File: config.mk
export PLATFORM = sky130hd
export DESIGN_NAME = dx_fault_dec
export DESIGN_NICKNAME = d
export VERILOG_FILES = /design/src/rtl/dx_pkg.sv /design/src/rtl/dx_fault_dec.sv
export SDC_FILE = /design/constraint.sdc
export NUM_CORES = 1
export LEC_CHECK = 0
export ABC_AREA = 1
export BUFFER_PORTS_ARGS = -buffer_cell sky130_fd_sc_hd__buf_4
export CAP_MARGIN = 20
export CORE_AREA = 4 4 41 43
export DETAILED_ROUTE_END_ITERATION = 6
export DIE_AREA = 0 0 45 47
export MAX_ROUTING_LAYER = met4
export PLACE_DENSITY = 0.68
export SYNTH_ARGS = -nofsm -noshare
export SYNTH_HDL_FRONTEND = slang
export SYNTH_SLANG_ARGS = --single-unit
export TNS_END_PERCENT = 50
File: constraint.sdc
create_clock -name vclk -period 1.5
set_input_delay 0.225 -clock vclk [all_inputs]
set_output_delay 0.225 -clock vclk [all_outputs]
set_load 0.05 [all_outputs]
File: src/rtl/dx_pkg.sv
package dx_pkg;

  typedef enum logic [2:0] {
    FK_NONE     = 3'd0,
    FK_ALIGN    = 3'd1,
    FK_ACV      = 3'd2,
    FK_MISS     = 3'd3,
    FK_PTE_MISS = 3'd4,
    FK_FON      = 3'd5,
    FK_MCHK     = 3'd6
  } fault_e;

  typedef enum logic [1:0] {
    MD_KERN = 2'd0,
    MD_EXEC = 2'd1,
    MD_SUPV = 2'd2,
    MD_USER = 2'd3
  } mode_e;

  localparam int ST_W    = 5;
  localparam int ST_WR   = 0;
  localparam int ST_ACV  = 1;
  localparam int ST_MISS = 2;
  localparam int ST_FONR = 3;
  localparam int ST_FONW = 4;

  typedef struct packed {
    logic rd_hit;
    logic rd_miss;
    logic rd_viol;
    logic wr_hit;
    logic wr_miss;
    logic wr_viol;
  } evt_t;

endpackage

File: src/rtl/dx_fault_dec.sv
module dx_fault_dec #(
  parameter int SZ_W   = 2,
  parameter int MODE_N = 4,
  parameter int MODE_W = 2
) (
  input  logic [(1<<SZ_W)-2:0] va_low_i,
  input  logic [SZ_W-1:0]      size_i,
  input  logic                 write_i,
  input  logic                 phys_i,
  input  logic                 super_i,
  input  logic [MODE_W-1:0]    cur_mode_i,
  input  logic [MODE_W-1:0]    eff_mode_i,
  input  logic                 hit_i,
  input  logic                 pte_i,
  input  logic [MODE_N-1:0]    rd_en_i,
  input  logic [MODE_N-1:0]    wr_en_i,
  input  logic                 fonr_i,
  input  logic                 fonw_i,
  input  logic                 mchk_i,
  output dx_pkg::fault_e       kind_o,
  output logic [dx_pkg::ST_W-1:0] st_o,
  output dx_pkg::evt_t         ev_o
);
  import dx_pkg::*;

  localparam int LOW_W = (1 << SZ_W) - 1;

  logic [LOW_W:0]   size_one;
  logic [LOW_W-1:0] low_mask;
  logic             align_bad;
  logic             perm;
  logic             fon;
  logic             tlb_path;
  logic             viol;

  assign size_one  = (LOW_W+1)'(1) << size_i;
  assign low_mask  = size_one[LOW_W-1:0] - LOW_W'(1);
  assign align_bad = |(va_low_i & low_mask);
  assign perm      = write_i ? wr_en_i[eff_mode_i] : rd_en_i[eff_mode_i];
  assign fon       = write_i ? fonw_i : fonr_i;
  assign tlb_path  = !align_bad && !phys_i && !super_i;

  always_comb begin
    kind_o = FK_NONE;
    st_o   = '0;
    if (align_bad) begin
      kind_o       = FK_ALIGN;
      st_o[ST_WR]  = write_i;
    end else if (phys_i) begin
      kind_o = FK_NONE;
    end else if (super_i) begin
      if (cur_mode_i != MODE_W'(MD_KERN)) begin
        kind_o       = FK_ACV;
        st_o[ST_WR]  = write_i;
        st_o[ST_ACV] = 1'b1;
      end
    end else if (!hit_i) begin
      kind_o        = pte_i ? FK_PTE_MISS : FK_MISS;
      st_o[ST_WR]   = write_i;
      st_o[ST_MISS] = 1'b1;
    end else if (!perm) begin
      kind_o        = FK_ACV;
      st_o[ST_WR]   = write_i;
      st_o[ST_ACV]  = 1'b1;
      st_o[ST_FONW] = write_i & fonw_i;
      st_o[ST_FONR] = !write_i & fonr_i;
    end else if (fon) begin
      kind_o        = FK_FON;
      st_o[ST_WR]   = write_i;
      st_o[ST_FONW] = write_i;
      st_o[ST_FONR] = !write_i;
    end
    if (kind_o == FK_NONE && mchk_i) begin
      kind_o = FK_MCHK;
      st_o   = '0;
    end
  end

  assign viol = (kind_o == FK_ACV) || (kind_o == FK_FON);

  always_comb begin
    ev_o         = '0;
    ev_o.rd_hit  = tlb_path && hit_i && perm && !fon && !write_i;
    ev_o.wr_hit  = tlb_path && hit_i && perm && !fon && write_i;
    ev_o.rd_miss = tlb_path && !hit_i && !write_i;
    ev_o.wr_miss = tlb_path && !hit_i && write_i;
    ev_o.rd_viol = viol && !write_i;
    ev_o.wr_viol = viol && write_i;
  end
endmodule

=== After elaboration in Yosys (flattened, before gate mapping) ===
Index checks and enable logic that the tools add are counted.

* Register bits: 0
* Input bits: 25
* Output and inout bits: 14
* Logic and storage cells: 62

* Add/subtract/negate cells: 1
* Order comparisons: 1
* Equality and inequality tests: 2
* Shift operators: 1
* Multiplexer cells: 31
* Bitwise logic cells: 3
* Reductions and logical operators: 23

{| class="wikitable"
|+ Operators with widths
! kind !! number
|-
| two-way mux 3 bit || 9
|-
| logical AND 1 bit || 13
|-
| two-way mux 2 bit || 6
|-
| two-way mux 1 bit || 11
|-
| two-way mux 5 bit || 2
|-
| zero test 1 bit || 6
|-
| binary-select mux 1 bit (select 2 bit) || 2
|-
| two-way mux 4 bit || 1
|-
| AND 3 bit || 1
|-
| == test 3 x 2 -> 1 bit (second input constant) || 1
|-
| == test 3 bit (second input constant) || 1
|-
| zero test 3 bit || 1
|-
| < comparator 2 x 3 -> 1 bit (second input constant) || 1
|-
| OR reduction 3 bit || 1
|-
| << shifter 1 x 2 -> 3 bit (first input constant) || 1
|-
| subtractor 3 x 1 -> 3 bit (second input constant) || 1
|-
| AND 1 bit || 2
|-
| nonzero test 2 bit || 1
|-
| logical OR 1 bit || 1
|}

=== Longest topological paths before layout ===
* Depth after elaboration: 14
* Gate-level depth with buffers: 12
* Depth with buffers taken out: 12

=== Least setup slack after synthesis ===
OpenSTA, ideal clock, no wires.

* Path type: input -> output
* Start point: input port va_low_i[0]
* End point: output port ev_o[1] (netlist bit)
* Data arrival time: 2102 ps
* Required time: 1275 ps
* Slack: -827 ps
* Stages on the path: 7
* Buffers on the path: 0
* Cell sequence: nand2_1 > inv_2 > o21ai_4 > nand3_2 > nor2_1 > inv_1 > nor2_1

{| class="wikitable"
|+ RTL lines
! item !! RTL line !! text
|-
| start: declaration || dx_fault_dec.sv:6 || <nowiki>input logic [(1<<SZ_W)-2:0] va_low_i,</nowiki>
|-
| end: declaration || dx_fault_dec.sv:22 || <nowiki>output dx_pkg::evt_t ev_o</nowiki>
|}

=== Worst setup path after layout ===
* Start point: input port size_i[0]
* End point: output port kind_o[1]

* Cells in the longest elaborated chain, start to end: 8

{| class="wikitable"
|+ RTL lines
! item !! RTL line !! text
|-
| start: declaration || dx_fault_dec.sv:7 || <nowiki>input logic [SZ_W-1:0] size_i,</nowiki>
|-
| << shifter 1 x 2 -> 3 bit * || dx_fault_dec.sv:36 || <nowiki>assign size_one = (LOW_W+1)'(1) << size_i;</nowiki>
|-
| subtractor 3 x 1 -> 3 bit * || dx_fault_dec.sv:37 || <nowiki>assign low_mask = size_one[LOW_W-1:0] - LOW_W'(1);</nowiki>
|-
| AND 3 bit * || dx_fault_dec.sv:38 || <nowiki>assign align_bad = |(va_low_i & low_mask);</nowiki>
|-
| OR reduction 3 bit * || dx_fault_dec.sv:38 ||
|-
| two-way mux 3 bit * || dx_fault_dec.sv:46 || <nowiki>if (align_bad) begin</nowiki>
|-
| zero test 3 bit || dx_fault_dec.sv:73 || <nowiki>if (kind_o == FK_NONE && mchk_i) begin</nowiki>
|-
| logical AND 1 bit || dx_fault_dec.sv:73 ||
|-
| two-way mux 3 bit * || dx_fault_dec.sv:73 ||
|-
| end: declaration || dx_fault_dec.sv:20 || <nowiki>output dx_pkg::fault_e kind_o,</nowiki>
|}

Mark *: on every way between the ends. The rest lies on a longest branch, timed or not.

==> impl_metrics.csv <==
group,metric,value,unit
sta,fin_crit_sh,1.071,
drt,dr_wl_met3,123,um
synth,yosysWarnings,0,
global_routing,antenna_found_initial,0,
drt,wl,1.862,mm
drt,wl_per_cell,13.11,um
synth,yosysUniqueCellTypes,16,
drt,drtPass1Iterations,4,
place,io_buffers,39,
pwr,cellPowerDensity,373.0,nW/um^2
drt,antenna_left,0,
final_layout,area_growth_syn_to_layout,186.2,%
outcome,violations,"negative setup slack",
worst_setup_path,crit_cells,11,
sta,setup_viol,5,
final_layout,n_sequential_cell,0,
synth,syn_area_per_cell,5.137,sq um
floorplanning,core.rowCount,13,
synth,ys_seq_area_frac,0,
drt,met1_length,682,um
worst_setup_path,crit_chain,"buf_4 -> nand2_4 -> inv_2 -> o21ai_4 -> nand3_4 -> nor2_4 -> nand3_4 -> nand2_2 -> buf_6 -> o21bai_4 -> buf_8",
worst_setup_path,cpMostUsedCell,"nand3_4",
worst_setup_path,end_kind,"primary output",
place,dp_slack,-156.1,ps
outcome,status,"finished with violations",
final_layout,final_cell_mix,"buf_4 (35), buf_6 (13), nand2_2 (10), nand2_1 (10), nor2_4 (8)",
final_layout,clockBufferCount,0,
floorplanning,io_pins,39,
sta,setup_tns,-377.1,ps
place,globalplace.congestion,0.8001,
final_layout,final_common_cell,"buf_4",
sta,fmax,0.6226,GHz
drt,wl_met2,1.017,mm
pwr,max-vdd-ir-drop,0.2577,mV
run,drv_cap,0,
global_routing,grt_pass1_wl,2.539,mm
worst_setup_path,start_kind,"input pin",
min_path,whs_path_depth,4,
drt,drtIter0Drc,10,
drt,routed.top_layer,"met4",
final_layout,regArea,0,sq um
final_layout,n_antenna_cell,0,
floorplanning,core_area,1301,sq um
global_routing,grt_overflow_total,0,
drt,drc,0,
worst_setup_path,critPathTopFamily,"simple AND/OR/NAND/NOR gates",
floorplanning,dieArea,2115,sq um
min_path,hp-class,"in2out",
synth,syn_inst,76,
global_routing,grt_max_degree,6,
worst_setup_path,critPathArrivalTime,1380,ps
synth,syn_area,390.4,sq um
drt,via_per_inst,4.803,
pwr,p_leak,0.0005431,uW
global_routing,grt_pass1_vias,615,
floorplanning,start_util,0.3000,
place,dpl.hpwl,1.177,mm
synth,syn-num-nets,101,
sta,rsz0062_at_grt,"true",
final_layout,nets,154,
floorplanning,fp.dieH,47,um
sta,min_period,1606,ps
floorplanning,die_w,45,um
drt,num_vias,682,
sta,drv_slew,0,
sta,setup_ws,-106.1,ps
worst_setup_path,slowest_stage,"o21ai_4",
final_layout,layout-drive-gt1-share,0.8268,
worst_setup_path,critPathMaxStageDelay,170,ps
global_routing,gr-usage-all-layers,0.1584,
worst_setup_path,critPathRequiredTime,1270,ps
worst_setup_path,crit_buf_inv,4,
worst_setup_path,worstPathMaxFanout,3,
clock_tree,postCtsHoldBufs,0,
sta,worst_slew_pin_slew,378.1,ps
worst_setup_path,path_class,"in2out",
sta,hold_viol,0,
sta,slew_headroom,0.7447,
[cells by family (layout without fill, tap and decap cells)]
family | after synthesis | count (layout) | synth area share
AOI/OAI and AO/OA | 6 | 6 | 0.1699
buffers and inverters | 15 | 66 | 0.1442
and+or+nand+nor | 55 | 55 | 0.6859
[cell type report]
cell class / instances / area [sq um]
fill: 80 / 183.9
inverter: 15 / 71.32
multi-input combinational: 61 / 568.0
tap: 15 / 18.77
timing repair buffer: 51 / 459.2
[path summary, 6_finish.rpt]
check	from	endpoint
hold / removal	write_i	ev_o[5]
setup / recovery	size_i[0]	kind_o[1]
[layer usage]
metal  vias up  GRT usage
li1        342          -
met1       308     0.1843
met2        28     0.3023
met3         4   0.007663
met4         0    0.02339
met5         -          -
[Yosys cell counts, drive strengths merged]
master,count,area [sq um]
o41ai,1,8.760
a211oi,1,20.02
o21bai,1,7.510
nand2,28,122.6
nor3,1,5.000
nand3,10,75.07
o21ai,2,25.03
a21oi,1,5.000
nor2,15,56.30
inv,15,56.30
and2,1,8.760
[per-stage QoR]
stage	instances	power, uW	area (sq um)	util	hold slack, ps
2_1_floorplan	76	187.9	465.4	-	503.4
3_3_place_gp	140	314.8	852.1	0.6548	850.9
3_5_place_dp	140	316.9	852.1	0.6548	855.2
4_1_cts	141	361.7	983.4	0.7558	834.9
5_1_grt	142	441.9	1117	0.8587	859.3
6_report	142	416.7	1117	0.8587	841.1
[power by group]
group	switching, uW	internal [uW]	leakage [uW]	total, uW
clock network	0	0	0	0
logic	235	182	0.000543	417
registers	0	0	0	0
[repair_timing]
action | 4_1_cts | 5_1_grt
pin swaps | 21 | 17
resized for setup | 34 | 32
setup buffers | 1 | 1
setup endpoints to repair | 10 | 14
Power figures use the tool's default switching activity.
